## src/rtl/nand_port_pkg.sv

```systemverilog
package nand_port_pkg;

   typedef enum logic [1:0] {
      WIN_DATA = 2'b00,
      WIN_CMD  = 2'b01,
      WIN_ADDR = 2'b10,
      WIN_CTRL = 2'b11
   } win_e;

   typedef enum logic [1:0] {
      PH_IDLE = 2'b00,
      PH_LOW  = 2'b01,
      PH_HIGH = 2'b10
   } phase_e;

   typedef struct packed {
      logic rd;
      logic cle;
      logic ale;
      logic byte_only;
   } cyc_kind_t;

   localparam logic [1:0] WIDE_CODE = 2'b01;

endpackage

```

## src/rtl/nand_req_decode.sv

```systemverilog
module nand_req_decode
   import nand_port_pkg::*;
#(
   parameter int NUM_CS   = 4,
   parameter int CS_IDX_W = 3
) (
   input  logic                 req,
   input  logic                 wr,
   input  logic [CS_IDX_W-1:0]  cs,
   input  logic [1:0]           win,
   input  logic                 busy,
   output logic                 start,
   output logic                 wp_load,
   output cyc_kind_t            kind,
   output logic [NUM_CS-1:0]    ce_sel
);

   localparam logic [CS_IDX_W:0] CS_LIMIT = (CS_IDX_W+1)'(NUM_CS);

   logic idle_req;
   logic cs_ok;
   logic is_ctrl;

   assign idle_req = req && !busy;
   assign cs_ok    = ({1'b0, cs} < CS_LIMIT);
   assign is_ctrl  = wr && (win_e'(win) == WIN_CTRL);

   assign wp_load = idle_req && is_ctrl;
   assign start   = idle_req && cs_ok && !is_ctrl;

   always_comb begin
      kind.rd        = !wr;
      kind.cle       = wr && (win_e'(win) == WIN_CMD);
      kind.ale       = wr && (win_e'(win) == WIN_ADDR);
      kind.byte_only = wr && (win_e'(win) == WIN_CMD);
   end

   for (genvar g = 0; g < NUM_CS; g++) begin : g_sel
      assign ce_sel[g] = (cs == CS_IDX_W'(g));
   end

endmodule

```

## src/rtl/nand_phase_timer.sv

```systemverilog
module nand_phase_timer
   import nand_port_pkg::*;
#(
   parameter int CNT_W = 4
) (
   input  logic              clk,
   input  logic              rst_n,
   input  logic              start,
   input  logic [CNT_W-1:0]  low_cnt,
   input  logic [CNT_W-1:0]  high_cnt,
   output phase_e            phase,
   output logic              busy,
   output logic              rise
);

   logic [CNT_W-1:0] cnt_q;
   logic [CNT_W-1:0] high_q;

   function automatic logic [CNT_W-1:0] at_least_one(input logic [CNT_W-1:0] v);
      return (v == '0) ? CNT_W'(1) : v;
   endfunction

   always_ff @(posedge clk or negedge rst_n) begin
      if (!rst_n) begin
         phase  <= PH_IDLE;
         cnt_q  <= '0;
         high_q <= '0;
      end else begin
         unique case (phase)
            PH_IDLE: begin
               if (start) begin
                  phase  <= PH_LOW;
                  cnt_q  <= at_least_one(low_cnt) - CNT_W'(1);
                  high_q <= at_least_one(high_cnt) - CNT_W'(1);
               end
            end
            PH_LOW: begin
               if (cnt_q == '0) begin
                  phase <= PH_HIGH;
                  cnt_q <= high_q;
               end else begin
                  cnt_q <= cnt_q - CNT_W'(1);
               end
            end
            PH_HIGH: begin
               if (cnt_q == '0) begin
                  phase <= PH_IDLE;
               end else begin
                  cnt_q <= cnt_q - CNT_W'(1);
               end
            end
            default: phase <= PH_IDLE;
         endcase
      end
   end

   assign busy = (phase != PH_IDLE);
   assign rise = (phase == PH_LOW) && (cnt_q == '0);

endmodule

```

## src/rtl/nand_data_path.sv

```systemverilog
module nand_data_path #(
   parameter int DQ_W = 16
) (
   input  logic             clk,
   input  logic             rst_n,
   input  logic             start,
   input  logic             byte_only,
   input  logic             wide,
   input  logic [DQ_W-1:0]  wdata,
   input  logic             capture,
   input  logic [DQ_W-1:0]  dq_in,
   output logic [DQ_W-1:0]  dq_out,
   output logic [DQ_W-1:0]  rdata,
   output logic             rvalid
);

   logic [DQ_W-1:0] wr_shaped;
   logic [DQ_W-1:0] rd_shaped;

   if (DQ_W == 16) begin : g_dual_width
      logic wide_q;

      always_ff @(posedge clk or negedge rst_n) begin
         if (!rst_n) wide_q <= 1'b0;
         else if (start) wide_q <= wide;
      end

      assign wr_shaped = (byte_only || !wide) ? {8'h00, wdata[7:0]} : wdata;
      assign rd_shaped = wide_q ? dq_in : {8'h00, dq_in[7:0]};
   end else begin : g_narrow_only
      assign wr_shaped = wdata;
      assign rd_shaped = dq_in;
   end

   always_ff @(posedge clk or negedge rst_n) begin
      if (!rst_n) begin
         dq_out <= '0;
         rdata  <= '0;
         rvalid <= 1'b0;
      end else begin
         rvalid <= capture;
         if (start)   dq_out <= wr_shaped;
         if (capture) rdata  <= rd_shaped;
      end
   end

endmodule

```

## src/rtl/nand_cmd_port.sv

```systemverilog
module nand_cmd_port
   import nand_port_pkg::*;
#(
   parameter int NUM_CS   = 4,
   parameter int CS_IDX_W = 3,
   parameter int DQ_W     = 16,
   parameter int CNT_W    = 4
) (
   input  logic                 clk,
   input  logic                 rst_n,
   input  logic                 host_req,
   input  logic                 host_wr,
   input  logic [CS_IDX_W-1:0]  host_cs,
   input  logic [1:0]           host_win,
   input  logic [DQ_W-1:0]      host_wdata,
   output logic                 host_busy,
   output logic [DQ_W-1:0]      host_rdata,
   output logic                 host_rvalid,
   input  logic [1:0]           cfg_width,
   input  logic [CNT_W-1:0]     low_cnt,
   input  logic [CNT_W-1:0]     high_cnt,
   output logic [NUM_CS-1:0]    nand_ce_n,
   output logic                 nand_cle,
   output logic                 nand_ale,
   output logic                 nand_we_n,
   output logic                 nand_re_n,
   output logic                 nand_wp_n,
   output logic [DQ_W-1:0]      nand_dq_out,
   output logic                 nand_dq_oe,
   input  logic [DQ_W-1:0]      nand_dq_in
);

   if (NUM_CS < 1 || NUM_CS >= (1 << CS_IDX_W)) begin : g_bad_cs
      $error("NUM_CS must be at least 1 and below 2**CS_IDX_W");
   end
   if (DQ_W != 8 && DQ_W != 16) begin : g_bad_dq
      $error("DQ_W must be 8 or 16");
   end
   if (CNT_W < 1 || CNT_W > 8) begin : g_bad_cnt
      $error("CNT_W must be 1 to 8");
   end

   logic              start;
   logic              wp_load;
   cyc_kind_t         kind_d;
   cyc_kind_t         kind_q;
   logic [NUM_CS-1:0] ce_sel_d;
   logic [NUM_CS-1:0] ce_sel_q;
   phase_e            phase;
   logic              busy;
   logic              rise;
   logic              wp_q;
   logic              wide_req;

   nand_req_decode #(
      .NUM_CS   (NUM_CS),
      .CS_IDX_W (CS_IDX_W)
   ) u_decode (
      .req     (host_req),
      .wr      (host_wr),
      .cs      (host_cs),
      .win     (host_win),
      .busy    (busy),
      .start   (start),
      .wp_load (wp_load),
      .kind    (kind_d),
      .ce_sel  (ce_sel_d)
   );

   nand_phase_timer #(
      .CNT_W (CNT_W)
   ) u_timer (
      .clk      (clk),
      .rst_n    (rst_n),
      .start    (start),
      .low_cnt  (low_cnt),
      .high_cnt (high_cnt),
      .phase    (phase),
      .busy     (busy),
      .rise     (rise)
   );

   assign wide_req = (cfg_width == WIDE_CODE);

   nand_data_path #(
      .DQ_W (DQ_W)
   ) u_data (
      .clk       (clk),
      .rst_n     (rst_n),
      .start     (start),
      .byte_only (kind_d.byte_only),
      .wide      (wide_req),
      .wdata     (host_wdata),
      .capture   (rise && kind_q.rd),
      .dq_in     (nand_dq_in),
      .dq_out    (nand_dq_out),
      .rdata     (host_rdata),
      .rvalid    (host_rvalid)
   );

   always_ff @(posedge clk or negedge rst_n) begin
      if (!rst_n) begin
         kind_q   <= '0;
         ce_sel_q <= '0;
         wp_q     <= 1'b0;
      end else begin
         if (start) begin
            kind_q   <= kind_d;
            ce_sel_q <= ce_sel_d;
         end
         if (wp_load) wp_q <= host_wdata[0];
      end
   end

   assign host_busy  = busy;
   assign nand_ce_n  = busy ? ~ce_sel_q : '1;
   assign nand_cle   = busy && kind_q.cle;
   assign nand_ale   = busy && kind_q.ale;
   assign nand_we_n  = !((phase == PH_LOW) && !kind_q.rd);
   assign nand_re_n  = !((phase == PH_LOW) && kind_q.rd);
   assign nand_dq_oe = busy && !kind_q.rd;
   assign nand_wp_n  = wp_q;

endmodule

```

## config.mk

```make
export PLATFORM = sky130hd
export DESIGN_NAME = nand_cmd_port
export DESIGN_NICKNAME = d
export VERILOG_FILES = /design/src/rtl/nand_port_pkg.sv /design/src/rtl/nand_req_decode.sv /design/src/rtl/nand_phase_timer.sv /design/src/rtl/nand_data_path.sv /design/src/rtl/nand_cmd_port.sv
export SDC_FILE = /design/constraint.sdc
export NUM_CORES = 1
export LEC_CHECK = 0
export ABC_AREA = 1
export CAP_MARGIN = 20
export CORE_MARGIN = 2
export CORE_UTILIZATION = 40
export CTS_BUF_LIST = sky130_fd_sc_hd__clkbuf_8
export CTS_CLUSTER_SIZE = 12
export DETAILED_ROUTE_END_ITERATION = 12
export DONT_BUFFER_PORTS = 1
export GPL_TIMING_DRIVEN = 0
export PLACE_DENSITY = 0.59
export SLEW_MARGIN = 5
export SYNTH_ARGS = -nofsm -noshare
export SYNTH_HDL_FRONTEND = slang
export SYNTH_HIERARCHICAL = 1
export SYNTH_SLANG_ARGS = --single-unit
```

## constraint.sdc

```tcl
create_clock -name clk -period 5 [get_ports clk]
set_input_delay 0.75 -clock clk [delete_from_list [all_inputs] [get_ports clk]]
set_output_delay 0.75 -clock clk [all_outputs]
set_load 0.02 [all_outputs]
```

==> results of run 1 <==
-- state kept, by name, summed over array words and instances, names as in the netlist --
register                    cells
kind_q                          3
u_data/g_dual_width.wide_q      1
u_data/dq_out                  16
u_timer/high_q                  4
nand_wp_n                       1
u_data/rvalid                   1
ce_sel_q                        4
u_data/rdata                   16
u_timer/cnt_q                   4
u_timer/phase                   2
-- cells by family after synthesis --
kind of cell    synth area share (%)
buf+inv                         9.89
simple gates                    34.0
xor+xnor                       0.656
flops                           48.7
fa+ha+maj                       4.22
compound gates                  2.53
-- placed cells by master, fill, tap and decap left out, drive strengths merged --
master and count:
a21oi 4, buf 9, clkbuf 6, clkinv 1
dfrtp 52, ha 9, inv 47, nand2 168
nand3 16, nand3b 3, nand4 2, nor2 29
nor3 5, o21a 1, o21ai 5, xnor2 1
xor2 1
-- final cells by class --
| cell class | instances | area share [%] |
|---|---|---|
| clock buffer | 5 | 2.41 |
| inverter | 45 | 6.27 |
| multi-input combinational | 244 | 38.7 |
| sequential | 52 | 45.6 |
| tap | 77 | 3.38 |
| buffer | 10 | 2.98 |
| clock inverter | 3 | 0.614 |
-- critical path: cells and delay by family (launching register included) --
family        cells  cell delay, ps
flops             1             430
simple gates      1             310
fa+ha+maj         1             230
buf+inv           3             570
-- layer usage --
metal / up-vias / GRT usage (%) / part of all wire, %
met5: - / 0 / 0
met4: 0 / 3.46 / 0.63
met3: 4 / 4.81 / 6.6
met2: 64 / 25.6 / 46
met1: 912 / 20.0 / 47
li1: 1068 / - / -
-- per-stage QoR --
step,area (um2),total power [mW],setup slack [ps],util (%),hold WS (ps)
2_1_floorplan,2670,1.44,2910,-,442
3_3_place_gp,2770,1.57,2700,43.3,456
3_5_place_dp,2770,1.59,2630,43.3,457
4_1_cts,2850,1.84,2380,44.7,116
5_1_grt,2850,1.98,2280,44.7,100
6_report,2850,1.81,2410,44.7,134
-- power by group --
group          leakage [nW]  total, mW  switching (mW)  internal (mW)
Clock                0.0497      0.237           0.139         0.0981
Sequential            0.653      0.912           0.300          0.613
Combinational         0.942      0.660           0.426          0.235
-- worst min path at each step --
stage / end / slack [ps] / depth (start not counted)
2_1_floorplan: ce_sel_q[2] / 440 / 2
6_report: u_data/rdata[1] / 130 / 0
3_5_place_dp: u_data/rdata[2] / 460 / 0
3_3_place_gp: u_timer/cnt_q[1] / 460 / 0
4_1_cts: u_data/rdata[1] / 120 / 0
5_1_grt: ce_sel_q[2] / 100 / 0
-- synthesized netlist by cell type --
cell	n
inv_4	2
nand2_1	166
nor2_1	28
inv_2	2
nand2_2	1
nand3_1	16
o21ai_0	3
buf_6	5
inv_1	40
xnor2_1	1
buf_4	2
o21ai_4	1
inv_6	1
nor2_4	1
o21a_1	1
dfrtp_1	52
nor3_1	3
nand4_1	2
a21oi_1	4
clkbuf_1	1
nand2_4	1
o21ai_2	1
ha_1	9
buf_2	2
xor2_1	1
nand3b_1	3
nor3_2	2
==> results.toml, run 1 <==
[pwr]
ir_drop_v = 0.000321
power_density_mw_per_mm2 = 634
p_leak_nw = 1.64

[timing]
fin_crit_ps = 2590
setup_violations = 0
finClkSkew_ps = 4.77
hold_viol = 0
min_period_over_period_pct = 51.9
achievable-frequency_mhz = 386
slew_headroom_pct = 67.9
worst_pin_slew_ps = 481
grt_setup_unrepaired = "false"
setup-tns-final_ps = 0
slew_violations = 0

[route]
dr.pass1.iters = 4
drt-total-wl_mm = 5.37
vias = 2048
drtIter0Drc = 55
vias_per_cell = 4.70
drc_errors = 0
avgRoutedWirePerCell_um = 12.3
antenna_left = 0

[setup_path]
reg2reg_slack_ps = 2640
critPathSlowestCell = "dfrtp_1"
cp.required_ps = 4250
r2r_end = "u_timer/cnt_q[2]"
end_kind = "primary output"
crit_path_cell_trace = "inv_1 -> ha_1 -> inv_1 -> inv_1 -> nor2_1"
arrival_ps = 1840
cpMostUsedCell = "inv_1"
start_kind = "flop"
worstRegToRegCells = 12
crit_fanout = 11
worstSetupStartpoint = "u_timer/phase[0]"
slowest_delay_ps = 430
reg2reg_from = "u_timer/phase[0]"
crit_type = "flop to primary output"
endpoint = "nand_dq_oe"

[final_layout]
multi_input_comb_area_mm2 = 0.00110
num-fill-cells = 642
fin_cells = 436
nets = 418
area_growth_pct = 6.84
antenna_cells = 0
drive_gt1_share_pct = 7.80
regArea_mm2 = 0.00130

[global_route]
grt_pass1_wl_mm = 9.16
grt_max_degree = 53
grt_pass1_vias = 2024
overflow = 0
antenna_found_initial = 0
grt_util_all_layers_pct = 15.5

[clock_tree]
cts.clk_slew.worst_paths_ps = 90
clockRootBuffer = "clkbuf_8"
cts_buffer_depth = 2
cts-resized-gates = 0
postCtsHoldBufs = 0
htree_levels = 2
clock_latency_ps = 300
cts_made_buffers = 5
clkSinkCount = 52
post_cts_buffers = 0
cts_tree = "done"

[logic_synthesis]
synthCells = 351
ys_types = 27
mappedNetlistArea_mm2 = 0.00267
synth-seq-cells = 52
syn_nets = 411
synthTopCellsByArea = "dfrtp_1 (49%), nand2_1 (23%), inv_1 (5.6%), ha_1 (4.2%), nor2_1 (3.9%)"
synth_top_area_share_pct = 48.7
yosysTopAreaCell = "dfrtp_1"
yosys_warnings = 6
seq_area_frac_synth_pct = 48.7
synth_area_per_cell_um2 = 7.61

[die]
die_x_um = 85.7
die_area_mm2 = 0.00734
die_y_um = 85.7
ios = 95
fp.coreArea_mm2 = 0.00639
rows = 29
start_util_pct = 41.8

[status]
status = "finished, final reports clean"

[placed_design]
gp_routability_congestion = 0.735
port_buffers = 0
dp_cells = 428
hpwl_mm = 3.99

[worst_hold_path]
hp-class = "input pin to async pin"

[job]
cap_violations = 0
(Power assumes the default switching activity.)
==> run 2, diff against run 1 <==
Settings changed: PLACE_DENSITY 0.59 to 0.61.
Clock period 5 ns to 2.2 ns, I/O delays scaled along.
==> run 2 against run 1 <==
Net effect:
- register-to-register slack worse by 2500 ps
- sequential cell count unchanged
- first-iteration DRC count rose by 45%
- clock skew rose by 5.2 ps
- non-clock buffer count increased by 7
- via count increased by 2.4%
- combinational power up 140%
- total power is 140% higher
- die area unchanged
- sequential power rose by 130%
- count of clock-buffer cells in the layout did not move
- worst hold slack better by 4.6 ps
- critical path type is now flop to flop
- largest power group unchanged
==> results.toml, run 2 (synthesized netlist as in run 1, its figures left out) <==
[status]
status = "finished, final reports clean"

[die]
ios = 95
die_x_um = 85.7
fp.coreArea_mm2 = 0.00639
rows = 29
die_area_mm2 = 0.00734
start_util_pct = 41.8
die_y_um = 85.7

[setup_path]
cp.required_ps = 2400
end_kind = "flop"
crit_fanout = 10
arrival_ps = 2250
start_kind = "flop"
worstSetupStartpoint = "u_timer/phase[1]"
reg2reg_from = "u_timer/phase[1]"
crit_type = "flop to flop"

[pwr]
power_frac_seq_pct = 47.7
p_switching_mw = 2.02
intPower_mw = 2.34
power_density_mw_per_mm2 = 1460
switching_share_pct = 46.3
clock_power_share_pct = 15.3
p_leak_nw = 1.69
p_comb_share_pct = 37.0
ir_drop_v = 0.000612

[final_layout]
utilization_pct = 46.8
area_growth_pct = 11.9
final_cell_mix = "nand2_1 (166), dfrtp_1 (51), inv_1 (36)"
regArea_mm2 = 0.00130
num-fill-cells = 665
reg_top3 = "u_data/dq_out (16), u_data/rdata (16)"
antenna_cells = 0
multi_input_comb_area_mm2 = 0.00112
drive_gt1_share_pct = 11.7
finalInstanceArea_mm2 = 0.00299
nets = 426
layout_commonest_cell = "nand2_1"

[route]
avgRoutedWirePerCell_um = 12.2
vias = 2098
antenna_left = 0
drc_errors = 0
drtIter0Drc = 80
vias_per_cell = 4.73
drt-total-wl_mm = 5.40
dr.pass1.iters = 4

[placed_design]
hpwl_mm = 3.92
gp_routability_congestion = 0.756
dpl-instance-area_mm2 = 0.00277
port_buffers = 0

[global_route]
busiest_layer = "met2"
grt_pass1_vias = 1981
grt_pass1_wl_mm = 8.76
antenna_found_initial = 0
use_met1_pct = 17.7
grtUsageMet2_pct = 25.1
grt_util_all_layers_pct = 14.6
overflow = 0
grt_max_degree = 53
grt_util_met3_pct = 4.33

[timing]
hold_viol = 0
fin_crit_ps = 2050
worst_pin_slew_ps = 371
slew_violations = 0
setup-tns-final_ps = 0
achievable-frequency_mhz = 489
slew_headroom_pct = 75.2
setup_violations = 0
finClkSkew_ps = 10.0
hold_slack_ps = 138
min_period_over_period_pct = 93.0

[clock_tree]
cts_made_buffers = 5
cts.clk_slew.worst_paths_ps = 100
clock_latency_ps = 300
htree_levels = 2
cts_buffer_depth = 2
cts_tree = "done"
clkSinkCount = 52
clockRootBuffer = "clkbuf_8"

[job]
cap_violations = 0

[worst_hold_path]
hp-class = "input pin to flop"
hold_path.startpoint = "host_wdata[0]"
[run 2: path summary, 6_finish.rpt]
check,to,slack [ps],cells after the start
min in group asynchronous,u_data/rdata[2],530,2
min,nand_wp_n,140,2
min reg2reg,u_timer/high_q[2],480,2
max,u_data/dq_out[10],150,12
max reg2reg,u_data/dq_out[10],150,12
max in group asynchronous,u_timer/phase[0],1430,2
[run 2: final cells by class]
| cell class | count | share of cell area (%) |
|---|---|---|
| flip-flops and latches | 52 | 43.6 |
| multi-input cells | 244 | 37.6 |
| inverters | 45 | 6.20 |
| well taps | 77 | 3.22 |
| plain buffers | 10 | 2.85 |
| repair buffers | 7 | 2.51 |
| clock buffers | 5 | 2.30 |
| clock inverters | 3 | 1.55 |
| repair inverters | 1 | 0.167 |
[run 2: critical path, stage by stage, from the launching register on]
cell,delay [ps]
dfrtp_1,440
inv_2,120
ha_4,170
clkinvlp_4,230
inv_2,110
nand3_1,120
nor2_4,160
buf_4,140
buf_6,150
inv_6,60
buf_6,140
nand2_1,70
nand2_1,50
[run 2: power groups by stage]
stage | Clock, mW | Combinational, mW | Sequential, mW
floorplan | 0 | 1.26 | 2.00
global placement | 0 | 1.46 | 2.09
detailed placement | 0 | 1.50 | 2.10
CTS | 0.703 | 1.53 | 2.08
global route | 0.728 | 1.86 | 2.14
finish | 0.667 | 1.61 | 2.08
[run 2: layer usage]
| metal | vias up | share of wire, % |
|---|---|---|
| met4 | 0 | 0.54 |
| li1 | 1079 | - |
| met1 | 949 | 45 |
| met2 | 68 | 47 |
| met5 | - | 0 |
| met3 | 2 | 7.8 |
[run 2: per-stage QoR]
stage / cells / power [mW] / setup slack, ps
after floorplan: 351 / 3.26 / 249
after global placement: 428 / 3.56 / -95.1
after detailed placement: 428 / 3.59 / -120
after CTS: 438 / 4.31 / -9.20
after global routing: 444 / 4.73 / -10.1
final: 444 / 4.36 / 155
[run 2: repair_timing]
| action | in CTS | in global routing |
|---|---|---|
| hold endpoints to repair | 52 | 0 |
| gates resized for setup | 2 | 8 |
| pin swaps | 0 | 1 |
| setup buffers | 0 | 5 |
| hold buffers | 2 | 0 |
| cloned | 0 | 1 |
| setup endpoints to repair | 25 | 26 |
